===== src/rtl/fsd_pkg.sv =====
// Shared types for the per-frame sync word detector.
// Assumes: nothing beyond IEEE 1800-2017 enums.
package fsd_pkg;

    // Top-level control states: hunting for an arm, comparing a candidate,
    // collecting payload of a matched frame.
    typedef enum logic [1:0] {
        ST_SEARCH  = 2'd0,
        ST_CHECK   = 2'd1,
        ST_PAYLOAD = 2'd2
    } fsd_state_t;

endpackage


===== src/rtl/fsd_edge_arm.sv =====
// Remembers the last valid bit and flags a valid 0-to-1 transition.
// Assumes: invalid cycles must leave the memory untouched; reset clears it to 0
// so a leading 1 after reset counts as a transition.
module fsd_edge_arm (
    input  logic clk,
    input  logic rst_n,
    input  logic bit_in,
    input  logic bit_valid,
    output logic rise
);

    logic prev_q;

    // Track the most recent valid bit.
    always_ff @(posedge clk) begin
        if (!rst_n)
            prev_q <= 1'b0;
        else if (bit_valid)
            prev_q <= bit_in;
    end

    assign rise = bit_valid & bit_in & ~prev_q;

    AST_RISE_NOT_TWICE: assert property (@(posedge clk) disable iff (!rst_n)
        rise |=> !rise);

endmodule


===== src/rtl/fsd_sync_match.sv =====
// Keeps a window of recent valid bits and compares a candidate sync word.
// Assumes: 'start' pulses on the arming bit (first sync bit), 'active' is high
// while the remaining SYNC_W-1 bits arrive; SYNC_W >= 2.
module fsd_sync_match #(
    parameter int                 SYNC_W    = 16,
    parameter logic [SYNC_W-1:0]  SYNC_WORD = 16'hB38F
) (
    input  logic clk,
    input  logic rst_n,
    input  logic bit_in,
    input  logic bit_valid,
    input  logic start,
    input  logic active,
    output logic done,
    output logic ok
);

    localparam int CNT_W = $clog2(SYNC_W + 1);
    localparam logic [CNT_W-1:0] LAST_IDX = CNT_W'(SYNC_W - 1);

    logic [SYNC_W-2:0] win_q;
    logic [SYNC_W-1:0] win_next;
    logic [CNT_W-1:0]  cnt_q;

    assign win_next = {win_q, bit_in};

    // Shift every valid bit into the history window.
    always_ff @(posedge clk) begin
        if (!rst_n)
            win_q <= '0;
        else if (bit_valid)
            win_q <= win_next[SYNC_W-2:0];
    end

    // Count sync bits received since the arming bit.
    always_ff @(posedge clk) begin
        if (!rst_n)
            cnt_q <= '0;
        else if (start)
            cnt_q <= CNT_W'(1);
        else if (active && bit_valid)
            cnt_q <= cnt_q + 1'b1;
    end

    assign done = active & bit_valid & (cnt_q == LAST_IDX);
    assign ok   = (win_next == SYNC_WORD);

    AST_SYNC_CNT_BOUND: assert property (@(posedge clk) disable iff (!rst_n)
        active |-> (cnt_q != '0) && (cnt_q < CNT_W'(SYNC_W)));

    AST_SYNC_CNT_GAP: assert property (@(posedge clk) disable iff (!rst_n)
        (active && !bit_valid) |=> $stable(cnt_q));

endmodule


===== src/rtl/fsd_deser.sv =====
// Packs locked payload bits into words, MSB first, and counts words per frame.
// Assumes: 'enable' is high only while a frame is locked and drops right after
// 'last_done'; WORD_W >= 2, FRAME_WORDS >= 1.
module fsd_deser #(
    parameter int WORD_W      = 8,
    parameter int FRAME_WORDS = 4
) (
    input  logic              clk,
    input  logic              rst_n,
    input  logic              bit_in,
    input  logic              bit_valid,
    input  logic              enable,
    output logic [WORD_W-1:0] word_out,
    output logic              word_valid,
    output logic              frame_start,
    output logic              last_done
);

    localparam int BIT_CW  = $clog2(WORD_W + 1);
    localparam int WORD_CW = $clog2(FRAME_WORDS + 1);
    localparam logic [BIT_CW-1:0]  BIT_LAST  = BIT_CW'(WORD_W - 1);
    localparam logic [WORD_CW-1:0] WORD_LAST = WORD_CW'(FRAME_WORDS - 1);

    logic [WORD_W-2:0]  acc_q;
    logic [WORD_W-1:0]  acc_next;
    logic [BIT_CW-1:0]  bit_cnt_q;
    logic [WORD_CW-1:0] word_cnt_q;
    logic               take;
    logic               word_end;

    assign take      = enable & bit_valid;
    assign acc_next  = {acc_q, bit_in};
    assign word_end  = take & (bit_cnt_q == BIT_LAST);
    assign last_done = word_end & (word_cnt_q == WORD_LAST);

    // Shift accepted payload bits into the partial word.
    always_ff @(posedge clk) begin
        if (!rst_n)
            acc_q <= '0;
        else if (take)
            acc_q <= acc_next[WORD_W-2:0];
    end

    // Bit and word position within the frame; cleared whenever not locked.
    always_ff @(posedge clk) begin
        if (!rst_n || !enable) begin
            bit_cnt_q  <= '0;
            word_cnt_q <= '0;
        end else if (take) begin
            if (word_end) begin
                bit_cnt_q  <= '0;
                word_cnt_q <= word_cnt_q + 1'b1;
            end else begin
                bit_cnt_q  <= bit_cnt_q + 1'b1;
            end
        end
    end

    // Register the completed word and its strobes.
    always_ff @(posedge clk) begin
        if (!rst_n) begin
            word_out    <= '0;
            word_valid  <= 1'b0;
            frame_start <= 1'b0;
        end else begin
            word_valid  <= word_end;
            frame_start <= word_end && (word_cnt_q == '0);
            if (word_end)
                word_out <= acc_next;
        end
    end

    AST_START_WITH_WORD: assert property (@(posedge clk) disable iff (!rst_n)
        frame_start |-> word_valid);

    AST_WORD_CNT_BOUND: assert property (@(posedge clk) disable iff (!rst_n)
        enable |-> (word_cnt_q < WORD_CW'(FRAME_WORDS)));

    AST_WORD_ONE_CYCLE: assert property (@(posedge clk) disable iff (!rst_n)
        (word_valid && WORD_W > 1) |=> !word_valid);

endmodule


===== src/rtl/fsd_frame_sync.sv =====
// Per-frame sync word detector: hunts for a 0-to-1 arm, compares SYNC_W bits
// against SYNC_WORD, then delivers FRAME_WORDS payload words and hunts again.
// Assumes: one recovered bit per clock qualified by bit_valid; each frame is
// preceded by at least one 0; nothing is carried from one frame to the next.
module fsd_frame_sync #(
    parameter int                SYNC_W      = 16,
    parameter logic [SYNC_W-1:0] SYNC_WORD   = 16'hB38F,
    parameter int                WORD_W      = 8,
    parameter int                FRAME_WORDS = 4
) (
    input  logic              clk,
    input  logic              rst_n,
    input  logic              bit_in,
    input  logic              bit_valid,
    output logic [WORD_W-1:0] word_out,
    output logic              word_valid,
    output logic              frame_start,
    output logic              locked
);

    import fsd_pkg::*;

    fsd_state_t state_q, state_d;
    logic       rise;
    logic       match_done;
    logic       match_ok;
    logic       frame_end;
    logic       arm;

    assign arm    = (state_q == ST_SEARCH) & rise;
    assign locked = (state_q == ST_PAYLOAD);

    fsd_edge_arm u_arm (
        .clk       (clk),
        .rst_n     (rst_n),
        .bit_in    (bit_in),
        .bit_valid (bit_valid),
        .rise      (rise)
    );

    fsd_sync_match #(
        .SYNC_W    (SYNC_W),
        .SYNC_WORD (SYNC_WORD)
    ) u_match (
        .clk       (clk),
        .rst_n     (rst_n),
        .bit_in    (bit_in),
        .bit_valid (bit_valid),
        .start     (arm),
        .active    (state_q == ST_CHECK),
        .done      (match_done),
        .ok        (match_ok)
    );

    fsd_deser #(
        .WORD_W      (WORD_W),
        .FRAME_WORDS (FRAME_WORDS)
    ) u_deser (
        .clk         (clk),
        .rst_n       (rst_n),
        .bit_in      (bit_in),
        .bit_valid   (bit_valid),
        .enable      (locked),
        .word_out    (word_out),
        .word_valid  (word_valid),
        .frame_start (frame_start),
        .last_done   (frame_end)
    );

    // Next-state selection for hunt, compare and payload phases.
    always_comb begin
        state_d = state_q;
        case (state_q)
            ST_SEARCH:  if (rise)       state_d = ST_CHECK;
            ST_CHECK:   if (match_done) state_d = match_ok ? ST_PAYLOAD : ST_SEARCH;
            ST_PAYLOAD: if (frame_end)  state_d = ST_SEARCH;
            default:                    state_d = ST_SEARCH;
        endcase
    end

    // State register with synchronous active-low reset.
    always_ff @(posedge clk) begin
        if (!rst_n)
            state_q <= ST_SEARCH;
        else
            state_q <= state_d;
    end

    AST_ARM_ON_ONE: assert property (@(posedge clk) disable iff (!rst_n)
        (state_q == ST_CHECK && $past(state_q) == ST_SEARCH) |-> $past(bit_valid && bit_in));

    AST_LOCK_VIA_CHECK: assert property (@(posedge clk) disable iff (!rst_n)
        (state_q == ST_PAYLOAD && $past(state_q) != ST_PAYLOAD) |-> $past(state_q) == ST_CHECK);

    AST_GAP_HOLDS_STATE: assert property (@(posedge clk) disable iff (!rst_n)
        !bit_valid |=> $stable(state_q));

    AST_WORD_FROM_LOCK: assert property (@(posedge clk) disable iff (!rst_n)
        word_valid |-> $past(state_q) == ST_PAYLOAD);

    AST_UNLOCK_ON_LAST: assert property (@(posedge clk) disable iff (!rst_n)
        $fell(locked) |-> word_valid);

endmodule


===== config.mk =====
export PLATFORM = sky130hd
export DESIGN_NAME = fsd_frame_sync
export DESIGN_NICKNAME = d
export VERILOG_FILES = /design/src/rtl/fsd_pkg.sv /design/src/rtl/fsd_edge_arm.sv /design/src/rtl/fsd_sync_match.sv /design/src/rtl/fsd_deser.sv /design/src/rtl/fsd_frame_sync.sv
export SDC_FILE = /design/constraint.sdc
export NUM_CORES = 1
export LEC_CHECK = 0
export BUFFER_PORTS_ARGS = -buffer_cell sky130_fd_sc_hd__clkbuf_2
export CAP_MARGIN = 20
export CORE_UTILIZATION = 35
export CTS_BUF_LIST = sky130_fd_sc_hd__clkbuf_8
export DETAILED_ROUTE_END_ITERATION = 6
export GPL_ROUTABILITY_DRIVEN = 1
export HOLD_SLACK_MARGIN = 0.05
export SYNTH_ARGS = -nofsm -noshare
export SYNTH_HDL_FRONTEND = slang
export SYNTH_SLANG_ARGS = --single-unit

===== constraint.sdc =====
create_clock -name clk -period 4.29 [get_ports clk]
set_input_delay 0.6435 -clock clk [delete_from_list [all_inputs] [get_ports clk]]
set_output_delay 0.6435 -clock clk [all_outputs]
set_load 0.03 [all_outputs]

### Yosys cells after proc, flatten, opt, wreduce, memory -nomap -nowiden

Index checks and enable logic that the tools add are counted.

* register bits after elaboration: 47
* output and inout port bits: 11

* add/sub/neg operators: 3
* equal/unequal tests: 9
* multiplexer cells: 8
* bitwise logic cells: 10
* reductions and logical operators: 11

Operators with widths (number)
* == test 16 bit (second input constant): 1
* bitwise AND 1 bit: 8
* two-way mux 2 bit: 4
* inequality test 2 bit (second input constant): 3
* one-hot mux 2 bit (3 select lines): 1
* adder 5 x 1 -> 5 bit (second input constant): 1
* == test 5 x 4 -> 1 bit (second input constant): 1
* adder 4 x 1 -> 4 bit (second input constant): 1
* == test 4 x 3 -> 1 bit (second input constant): 1
* two-way mux 4 bit: 1
* adder 3 x 1 -> 3 bit (second input constant): 1
* == test 3 x 2 -> 1 bit (second input constant): 1
* logical NOT 3 bit: 1
* AND reduction 3 bit: 1
* == test 2 x 1 -> 1 bit (second input constant): 1
* == test 2 bit (second input constant): 1
* logical AND 1 bit: 2
* logical NOT 1 bit: 2
* logical NOT 2 bit: 1
* two-way mux 1 bit: 2
* NOT 1 bit: 2
* AND reduction 2 bit: 1
* nonzero test 2 bit: 1
* OR reduction 2 bit: 1
* logical OR 1 bit: 1

### Logic depth before layout (Yosys ltp)

Gate-level depths: netlist (run 1).

* depth in word-level cells: 6
* gate-level depth with buffers: 7
* depth with buffers taken out: 7

### Modules after synthesis

From an unflattened synthesis (run 1), not the netlist that was laid out.

* cell total of the unflattened synthesis: 207
* area total of the unflattened synthesis: 2018.2 µm²

By module, submodules not included
* fsd_deser: times used 1, cells each 110, area each 1027.2 µm², seq. area each 480.5 µm²
* fsd_sync_match: times used 1, cells each 80, area each 838.3 µm², seq. area each 400.4 µm²
* fsd_frame_sync: times used 1, cells each 12, area each 111.4 µm², seq. area each 40.0 µm²
* fsd_edge_arm: times used 1, cells each 5, area each 41.3 µm², seq. area each 20.0 µm²

### Worst setup path before layout (run 1)

OpenSTA, ideal clock, no wires.

* path type: register to output
* start: register state_q[1]
* end: output locked
* arrival: 904 ps
* data required time: 3647 ps
* setup slack: 2742 ps
* stages on the path, launching flop included: 2
* buffers on the path: 0
* cell sequence: dfxtp_1 > nor2b_1

* longest elaborated chain between the ends: 1

Ends and longest elaborated chain
* from (decl): line fsd_frame_sync.sv:23 `fsd_state_t state_q, state_d;`
* from (signal assigned): line fsd_frame_sync.sv:86 `state_q <= state_d;`
* == test 2 bit: line fsd_frame_sync.sv:31 `assign locked = (state_q == ST_PAYLOAD);`
* to (decl): line fsd_frame_sync.sv:18 `output logic locked`

Every way passes these cells.

### Worst setup path after layout (run 1)

* start: input bit_valid
* end: register state_q[1]

* longest elaborated chain between the ends: 5
* elaborated cells on any way between the ends: 11

Ends and longest elaborated chain
* from (decl): line fsd_frame_sync.sv:14 `input logic bit_valid,`
* bitwise AND 1 bit: line fsd_deser.sv:31 `assign take = enable & bit_valid;`
* bitwise AND 1 bit: line fsd_deser.sv:33 `assign word_end = take & (bit_cnt_q == BIT_LAST);`
* bitwise AND 1 bit: line fsd_deser.sv:34 `assign last_done = word_end & (word_cnt_q == WORD_LAST);`
* inequality test 2 bit (no source line)
* AND reduction 3 bit (no source line) *

Every way passes the cells marked *; elsewhere a longest branch is shown, timed or not.
A chain may end at the register's enable or synchronous reset.

==> reports/results.ini, run 1 <==
[worst_setup_path]
path_delay_family=simple AND/OR/NAND/NOR gates
cpPeakStageDelay_ns=0.47
cp_slowest_cell=clkbuf_2
end_kind=flip-flop
crit_buf_inv=1
path_max_fanout=21
start_kind=primary input
crit_arrival_ns=2.16
path_class=in2reg
cp_data_required_time_ns=4.47
path_cells=clkbuf_2 -> nand2b_1 -> nor2_4 -> a21boi_1 -> o211a_1

[sta]
period_share_pct=46.14
max_freq_mhz=505.2
skew_ns=0.006278
rsz0062_at_grt=false
setup_viol=0
period_needed_ns=1.979
slew_violations=0
worst_slew_pin_slew_ns=0.6013
max_slew_margin_pct=59.92
fin_tns_setup_ns=0
final_hold_viol_count=0

[pwr]
p_clk_share_pct=36.2
switchingPower_uw=153.6
power_density_mw_per_mm2=341.2
irDropWorstVdd_mv=0.1814
finalPower_uw=724.8
p_sw_share_pct=21.19
p_comb_share_pct=4.0
p_leak_nw=0.7993
seqPwrFrac_pct=59.7
p_int_uw=571.3

[place]
dp_hpwl_mm=2.027
gp_congestion=0.6573
port_buffers=14

[clock_tree]
hold_buffers=0
clk-insertion-delay-late_ns=0.29
htree_levels=2
cts_made_buffers=5
cts_max_path_buffers=2
cts.clk_slew.worst_paths_ns=0.07
clock-sinks=46
cts.repair.resized=0
root_buffer=clkbuf_8
cts_tree=done
cts_setup_buffers=0

[synthesis]
synth-simple-area-share_pct=21.10
async_flop_share_pct=0
syn_area_per_cell_um2=10.56
synth_top_family_by_area=simple AND/OR/NAND/NOR gates
ys.flop_type=dfxtp_1
synthDistinctLibCells=33
synth_area_leaders=dfxtp_1, mux2i_1, nor2b_1
yosys.area_share.xor_xnor_pct=3.172
synth_edf_count=0
yosys_warnings=0
synth_nets=193
synth_top_area_share_pct=47.64
synth_compound_area_share_pct=3.883
syn_inst=183
yosys.area.top_type=dfxtp_1
synthAdderAreaFrac_pct=3.883
synth_seq_cells=46
ys_seq_area_share_pct=47.64
synthesis.area_mm2=0.001933
synth_mux_area_share_pct=16.57

[routing]
drt_first_iter_violations=86
vias_per_cell=4.566
wire_per_inst_um=11.33
drc=0
drt-total-wl_mm=3.026
vias=1219
firstDrtPassIters=4
ant_nets=0

[die]
start_util_pct=37.14
die_w_um=76.32
row_count=26
core-area_mm2=0.005205
io_pins=15
die_h_um=76.32
die_area_mm2=0.005824

[grt]
antenna_found_initial=0
grt_max_degree=37
grt_usage_pct=11.31
gr-total-overflow=0
grt_pass1_wl_mm=5.223
grt_pass1_vias=1159

[layout]
drive_gt1_share_pct=12.18
fillers=529
fin_util_pct=40.82
antenna_cells=0
nets=206
seq_area_um2=920.9
multiInputGateArea_um2=939.7
syn2layout_area_growth_pct=9.903

[run]
maxCapViolCount=0

[outcome]
outcome=completed

[worst_hold_path]
hold_class=reg2reg

[power by group through the flow]
stage               sequential (mW)  combinational, mW  clock, mW
floorplan                     0.442             0.0244          0
global placement              0.443             0.0296          0
detailed placement            0.443             0.0294          0
CTS                           0.433             0.0297      0.277
global route                  0.434             0.0319      0.291
finish                        0.433             0.0291      0.263
[cell type report]
| cell class | instances | area share, % |
|---|---|---|
| multi-input cells | 125 | 44.23 |
| clock inverters | 2 | 0.4122 |
| clock buffers | 6 | 3.887 |
| well taps | 70 | 4.122 |
| repair buffers | 14 | 3.298 |
| inverters | 4 | 0.7067 |
| flip-flops and latches | 46 | 43.35 |
[path summary, 6_finish.rpt]
kind,startpoint,end,slack [ns],cells after the start
worst max-delay path,bit_valid,state_q[1],2.31,5
worst min-delay path,u_match.cnt_q[4],u_match.cnt_q[4],0.50,2
worst max register to register,u_deser.bit_cnt_q[0],state_q[1],2.66,5
worst min register to register,u_match.cnt_q[4],u_match.cnt_q[4],0.50,2
[cell usage in the layout, fill, tap and decap left out]
master    netlist  routed
a21oi_1         1       1
nor2_4          1       1
clkbuf_8        0       6
dfxtp_1        46      46
a21o_1          1       1
clkinv_2        0       1
o211a_1         1       1
xor2_1          4       4
inv_1           4       5
and3b_1         2       2
a211oi_1        1       1
nand3_1         2       2
nand2b_1        2       2
a211oi_2        1       1
and3_1          2       2
and2_1          1       1
nor3_1          1       1
nand4_1         3       3
nand2_1         8       8
nor2b_1        33      33
nor2_1         10      10
nor4_1          1       1
nand4b_1        2       2
xnor2_1         3       3
a21boi_0        2       2
clkbuf_2        0      14
nor3_2          1       1
a21boi_1        1       1
mux2i_1        32      32
or3_1           1       1
ha_1            6       6
o21ai_0         2       2
[flip-flops by register name, summed over array words and instances (netlist names)]
signal,cells
state_q,2
u_deser.acc_q,7
u_match.win_q,15
u_deser.frame_start,1
u_deser.bit_cnt_q,4
u_deser.word_out,8
u_match.cnt_q,5
u_deser.word_valid,1
u_deser.word_cnt_q,3
[logic make-up (layout without fill, tap and decap cells)]
group / count (synthesis) / in the layout
and+or+nand+nor: 70 / 70
DFF: 46 / 46
muxes: 32 / 32
buffers and inverters: 12 / 26
AOI/OAI and AO/OA: 10 / 10
xor gates and xnor gates: 7 / 7
adders and majority gates: 6 / 6
[worst register-to-register path, stage by stage (launching register included)]
cell and delay (ns):
dfxtp_1 0.38, ha_1 0.19, nand4b_1 0.16, nor2_4 0.45, a21boi_1 0.13, o211a_1 0.22
[synthesized netlist by cell type, types with 2 or more instances]
| master | count |
|---|---|
| mux2i_1 | 32 |
| nand4b_1 | 2 |
| dfxtp_1 | 46 |
| nand3_1 | 2 |
| o21ai_0 | 2 |
| buf_6 | 3 |
| nand4_1 | 3 |
| a21boi_0 | 2 |
| nand2b_1 | 2 |
| ha_1 | 6 |
| nand2_1 | 8 |
| xor2_1 | 4 |
| xnor2_1 | 3 |
| nor2b_1 | 33 |
| and3b_1 | 2 |
| and3_1 | 2 |
| nor2_1 | 10 |
| clkbuf_1 | 3 |
| inv_1 | 4 |
[per-stage QoR]
step | hold WS [ns] | instance area [um2] | std cells | worst slack (ns)
global placement | 0.4871 | 2033 | 259 | 2.031
global route | 0.5361 | 2125 | 267 | 2.150
detailed placement | 0.4913 | 2033 | 259 | 1.984
floorplan | 0.4703 | 1933 | 183 | 2.742
finish | 0.5045 | 2125 | 267 | 2.311
CTS | 0.5116 | 2125 | 267 | 2.299
[layer usage]
metal	GRT usage, %	vias up	routed length [um]
li1	-	641	-
met1	15.57	552	1657
met2	15.77	19	1197
met3	3.832	7	117
met4	5.192	0	53
met5	0	-	0
Note: power is estimated with default switching activity, not from simulation.
==> run 2: changes to the inputs <==
clock period = 2 ns   (was 4.29 ns; I/O delays follow)
==> run 2 against run 1 <==
Compared with the run above:
- register-to-register slack worse by 2.3 ns
- cell area up 3.6%
- critical path depth unchanged
- clock-buffer cell count down 1
- clock skew down 0.00087 ns
- via count up 1.9%
- worst setup slack worse by 1.9 ns
- die area unchanged
- clock power rose to 3.1 times the previous value
- flip-flop and latch count unchanged
==> reports/results.ini, run 2 (synthesis gave the netlist of run 1 again) <==
[routing]
firstDrtPassIters=2  ; -2
drt-total-wl_mm=3.102  ; +2.5%
drt_first_iter_violations=42  ; -51%
ant_nets=0  ; unchanged
drc=0  ; unchanged
vias=1242  ; +1.9%
wire_per_inst_um=11.45  ; +1.0%
vias_per_cell=4.583  ; +0.38%

[place]
gp_congestion=0.7312  ; +11%
dp.cells=263  ; +1.5%
port_buffers=14  ; unchanged
dp_hpwl_mm=2.095  ; +3.4%
place_area_mm2=0.002063  ; +1.5%

[grt]
gr-total-overflow=0  ; unchanged
grt_usage_pct=11.99  ; +0.67 points
grt_pass1_wl_mm=5.540  ; +6.1%
grt_max_degree=30  ; -19%
grt_pass1_vias=1220  ; +5.3%
antenna_found_initial=0  ; unchanged

[outcome]
outcome=completed

[layout]
antenna_cells=0  ; unchanged
syn2layout_area_growth_pct=13.85
largest_register=u_match.win_q
largest_registers=u_match.win_q (15), u_deser.word_out (8), u_deser.acc_q (7)
layout_common_cells=dfxtp_1, nor2b_1, mux2i_1
largest_reg_flops=15  ; unchanged
nets=210  ; +1.9%
layout_commonest_cell=dfxtp_1
drive_gt1_share_pct=14.43  ; +2.2 points
layout.cells.non_filler=271  ; +1.5%
design_area_mm2=0.002201  ; +3.6%

[die]
die_w_um=76.32  ; unchanged
row_count=26  ; unchanged
die_h_um=76.32  ; unchanged
start_util_pct=37.14  ; unchanged
core-area_mm2=0.005205  ; unchanged
io_pins=15  ; unchanged
die_area_mm2=0.005824  ; unchanged

[sta]
fin_tns_setup_ns=0  ; unchanged
setup_viol=0  ; unchanged
max_freq_mhz=612.7
max_slew_margin_pct=64.72  ; +4.8 points
worst_slew_pin_slew_ns=0.5279  ; -0.07338 ns
period_needed_ns=1.632
slew_violations=0  ; unchanged
skew_ns=0.005409  ; -0.0008688 ns
final_hold_viol_count=0  ; unchanged
period_share_pct=81.61
rsz0062_at_grt=false

[pwr]
p_leak_nw=0.8352  ; +4.5%
irDropWorstVdd_mv=0.2964  ; +63%
seqPwrFrac_pct=51.0  ; -8.7 points
p_sw_share_pct=20.04  ; -1.1 points
p_clk_share_pct=45.3  ; +9.1 points
switchingPower_uw=364.7  ; +140%
finalPower_mw=1.820  ; +150%
p_int_mw=1.455  ; +150%
power_density_mw_per_mm2=826.9  ; +140%
p_comb_share_pct=3.7  ; -0.3 points

[clock_tree]
root_buffer=clkbuf_8
clk-insertion-delay-late_ns=0.30  ; about the same
htree_levels=2  ; unchanged
cts_setup_buffers=0  ; unchanged
cts.repair.resized=0  ; unchanged
cts_max_path_buffers=2  ; unchanged
cts_tree=done
cts.clk_slew.worst_paths_ns=0.09  ; +0.02 ns
hold_buffers=0  ; unchanged
clock-sinks=46  ; unchanged
cts_made_buffers=5  ; unchanged

[run]
maxCapViolCount=0  ; unchanged

[worst_setup_path]
cp_data_required_time_ns=2.20  ; -2.27 ns
start_kind=flip-flop
end_kind=flip-flop
crit_arrival_ns=1.83  ; -0.33 ns
path_max_fanout=16  ; -24%
path_class=reg2reg

[worst_hold_path]
hold_class=in2reg

## run 2: routing by layer
layer | GRT usage [%] | part of all wire (%) | vias up
met5 | 0 | 0 | -
met4 | 5.769 | 1.7 | 0
met3 | 4.072 | 3.9 | 5
met2 | 17.12 | 41 | 18
met1 | 16.03 | 54 | 570
li1 | - | - | 649
## run 2: final cells by class
cell class | count | area, um2
Clock buffer | 5 | 68.82
Clock inverter | 3 | 68.82
Fill cell | 530 | 3004
Inverter | 4 | 15.01
Multi-Input combinational cell | 125 | 939.7
Sequential cell | 46 | 920.9
Tap cell | 70 | 87.58
Timing Repair Buffer | 18 | 100.1
## run 2: power by group through the flow
| stage | registers (mW) | clock network (mW) | logic [mW] |
|---|---|---|---|
| after floorplan | 0.949 | 0 | 0.0523 |
| after global placement | 0.950 | 0 | 0.0671 |
| after detailed placement | 0.950 | 0 | 0.0669 |
| after CTS | 0.929 | 0.844 | 0.0675 |
| after global routing | 0.931 | 0.883 | 0.0742 |
| final | 0.929 | 0.825 | 0.0664 |
## run 2: path summary, 6_finish.rpt
| check | startpoint | slack [ns] | cells past startpoint | endpoint |
|---|---|---|---|---|
| setup reg to reg | u_deser.bit_cnt_q[0] | 0.37 | 5 | state_q[1] |
| hold / removal | rst_n | 0.34 | 2 | u_match.cnt_q[0] |
| hold reg to reg | u_deser.word_cnt_q[1] | 0.50 | 2 | u_deser.word_cnt_q[1] |
| setup / recovery | u_deser.bit_cnt_q[0] | 0.37 | 5 | state_q[1] |
## run 2: through the flow
step                hold slack (ns)  util, %  setup WS (ns)
floorplan                    0.4282        -         0.5084
global placement             0.4884    39.64         0.4074
detailed placement           0.4929    39.64         0.3485
CTS                          0.3361    42.28         0.3494
global route                 0.3350    42.28         0.2338
finish                       0.3356    42.28         0.3678
## run 2: worst max-delay path: stages (launching register included)
cell	delay, ns
dfxtp_1	0.37
ha_1	0.17
nand4b_1	0.16
nor2_4	0.46
a21boi_1	0.15
o211a_1	0.22
==> run 3: changes to the inputs <==
clock period = 1.6 ns   (was 2 ns; I/O delays follow)
==> run 3 against run 2 <==
Compared with the run above:
- power grew 6.6%
- cell area fell by 1.6%
- global-route usage fell by 0.44 points
- final cell count unchanged
- clock skew grew 0.0030 ns
- critical endpoint is now locked
- highest routed layer unchanged
==> reports/results.ini, run 3 (synthesis gave the netlist of run 1 again) <==
[sta]
period_needed_ns=1.439
slew_violations=0  ; unchanged
max_slew_margin_pct=75.41  ; +11 points
period_share_pct=89.94
max_freq_mhz=694.9
fin_tns_setup_ns=0  ; unchanged
rsz0062_at_grt=false
final_hold_viol_count=0  ; unchanged
setup_viol=0  ; unchanged
skew_ns=0.008362  ; +0.002953 ns
worst_slew_pin_slew_ns=0.3655  ; -0.1624 ns

[worst_setup_path]
r2r_start=u_deser.bit_cnt_q[0]
path_cells=nor2b_1 -> clkbuf_2
path_max_fanout=7  ; -9
path_class=reg2out
worstRegToRegCells=6  ; +1
r2r-end=u_deser.word_out[5]
cp_slowest_cell=dfxtp_1
end_kind=output pin
rrSetupSlack_ns=0.18  ; -0.19 ns
start_kind=flip-flop
cp-startpoint=state_q[1]
cpPeakStageDelay_ns=0.42  ; -0.04 ns
crit_path_end=locked
crit_arrival_ns=1.20  ; -0.63 ns
cp_data_required_time_ns=1.36  ; -0.84 ns

[routing]
drt-total-wl_mm=2.994  ; -3.5%
drt_first_iter_violations=38  ; -9.5%
ant_nets=0  ; unchanged
drc=0  ; unchanged
vias_per_cell=4.469  ; -2.5%
vias=1211  ; -2.5%
wire_per_inst_um=11.05  ; -3.5%
firstDrtPassIters=4  ; +2

[pwr]
p_comb_share_pct=4.2  ; +0.5 points
switchingPower_uw=442.0  ; +21%
p_clk_share_pct=36.0  ; -9.3 points
p_leak_nw=0.8143  ; -2.5%
irDropWorstVdd_mv=0.3944  ; +33%
seqPwrFrac_pct=59.8  ; +8.8 points
finalPower_mw=1.941  ; +6.6%
p_sw_share_pct=22.77  ; +2.7 points
power_density_mw_per_mm2=896.1  ; +8.4%
p_int_mw=1.499  ; +3.0%

[clock_tree]
clk-insertion-delay-late_ns=0.29  ; about the same
cts_tree=done
cts_made_buffers=5  ; unchanged
cts.clk_slew.worst_paths_ns=0.09  ; about the same
root_buffer=clkbuf_8
clock-sinks=46  ; unchanged
cts_setup_buffers=0  ; unchanged
hold_buffers=0  ; unchanged
cts_max_path_buffers=2  ; unchanged
htree_levels=2  ; unchanged
cts.repair.resized=0  ; unchanged

[layout]
nets=210  ; unchanged
layout_commonest_cell=dfxtp_1
largest_reg_flops=15  ; unchanged
fillers=535  ; +0.94%
antenna_cells=0  ; unchanged
largest_registers=u_match.win_q (15), u_deser.word_out (8), u_deser.acc_q (7)
drive_gt1_share_pct=14.43  ; unchanged
largest_register=u_match.win_q
syn2layout_area_growth_pct=12.04
layout_common_cells=dfxtp_1, nor2b_1, mux2i_1

[grt]
gr-usage-met3_pct=3.832  ; -0.24 points
grt_util_met2_pct=16.94  ; -0.18 points
grt_util_met1_pct=15.29  ; -0.73 points
grt_pass1_wl_mm=5.292  ; -4.5%
grt_pass1_vias=1143  ; -6.3%
gr-total-overflow=0  ; unchanged
top_usage_layer=met2
grt_max_degree=33  ; +10%
antenna_found_initial=0  ; unchanged
grt_usage_pct=11.55  ; -0.44 points

[place]
dp_hpwl_mm=2.014  ; -3.9%
gp_congestion=0.6590  ; -9.9%
port_buffers=14  ; unchanged

[die]
die_h_um=76.32  ; unchanged
start_util_pct=37.14  ; unchanged
io_pins=15  ; unchanged
core-area_mm2=0.005205  ; unchanged
die_w_um=76.32  ; unchanged
die_area_mm2=0.005824  ; unchanged
row_count=26  ; unchanged

[outcome]
outcome=completed

[run]
maxCapViolCount=0  ; unchanged

[worst_hold_path]
hold_class=in2reg

[run 3: cell types whose count changed in the layout (fill, tap and decap cells not counted), sizes merged]
cell,change
bufinv,-2
clkinv,+1
clkinvlp,+1
[run 3: layout make-up]
class                      instances  area [um2]  share of cell area, %
multi-input combinational        125       939.7                  43.39
inverter                           4       15.01                 0.6932
tap                               70       87.58                  4.044
clock inverter                     3       21.27                 0.9821
clock buffer                       5       68.82                  3.177
timing repair buffer              18       112.6                  5.199
sequential                        46       920.9                  42.52
[run 3: power by group through the flow]
| stage | clock network [mW] | logic [mW] | registers [mW] |
|---|---|---|---|
| floorplan | 0 | 0.0654 | 1.19 |
| global placement | 0 | 0.0824 | 1.19 |
| detailed placement | 0 | 0.0814 | 1.19 |
| CTS | 0.731 | 0.0824 | 1.16 |
| global route | 0.781 | 0.0910 | 1.16 |
| finish | 0.699 | 0.0811 | 1.16 |
[run 3: metrics by stage]
stage / utilization (%) / hold slack, ns / cell area, um2 / setup WS [ns] / instances
floorplan: - / 0.3682 / 1933 / 0.1084 / 183
global placement: 39.88 / 0.4877 / 2076 / 0.2140 / 263
detailed placement: 39.88 / 0.4950 / 2076 / 0.1934 / 263
CTS: 41.61 / 0.2244 / 2166 / 0.1340 / 271
global route: 41.61 / 0.2436 / 2166 / 0.04680 / 271
finish: 41.61 / 0.2344 / 2166 / 0.1609 / 271
[run 3: layer usage]
layer	vias to the layer above	share of wire [%]
met5	-	0
met4	0	1.3
met3	5	3.5
met2	18	42
met1	532	53
li1	656	-
[run 3: worst min-delay path by stage]
stage	start	endpoint	slack, ns	depth (start not counted)
2_1_floorplan	rst_n	u_match.win_q[13]	0.37	1
3_3_place_gp	u_match.cnt_q[4]	u_match.cnt_q[4]	0.49	2
3_5_place_dp	u_match.cnt_q[4]	u_match.cnt_q[4]	0.50	2
4_1_cts	rst_n	state_q[1]	0.22	2
5_1_grt	rst_n	state_q[1]	0.24	2
6_report	rst_n	u_deser.word_valid	0.23	2
[run 3: critical path, delay by kind of cell, from the launching register on]
| kind | cells | cell delay, ns |
|---|---|---|
| buffers and inverters | 1 | 0.24 |
| AND/OR/NAND/NOR | 1 | 0.25 |
| flip-flops | 1 | 0.42 |
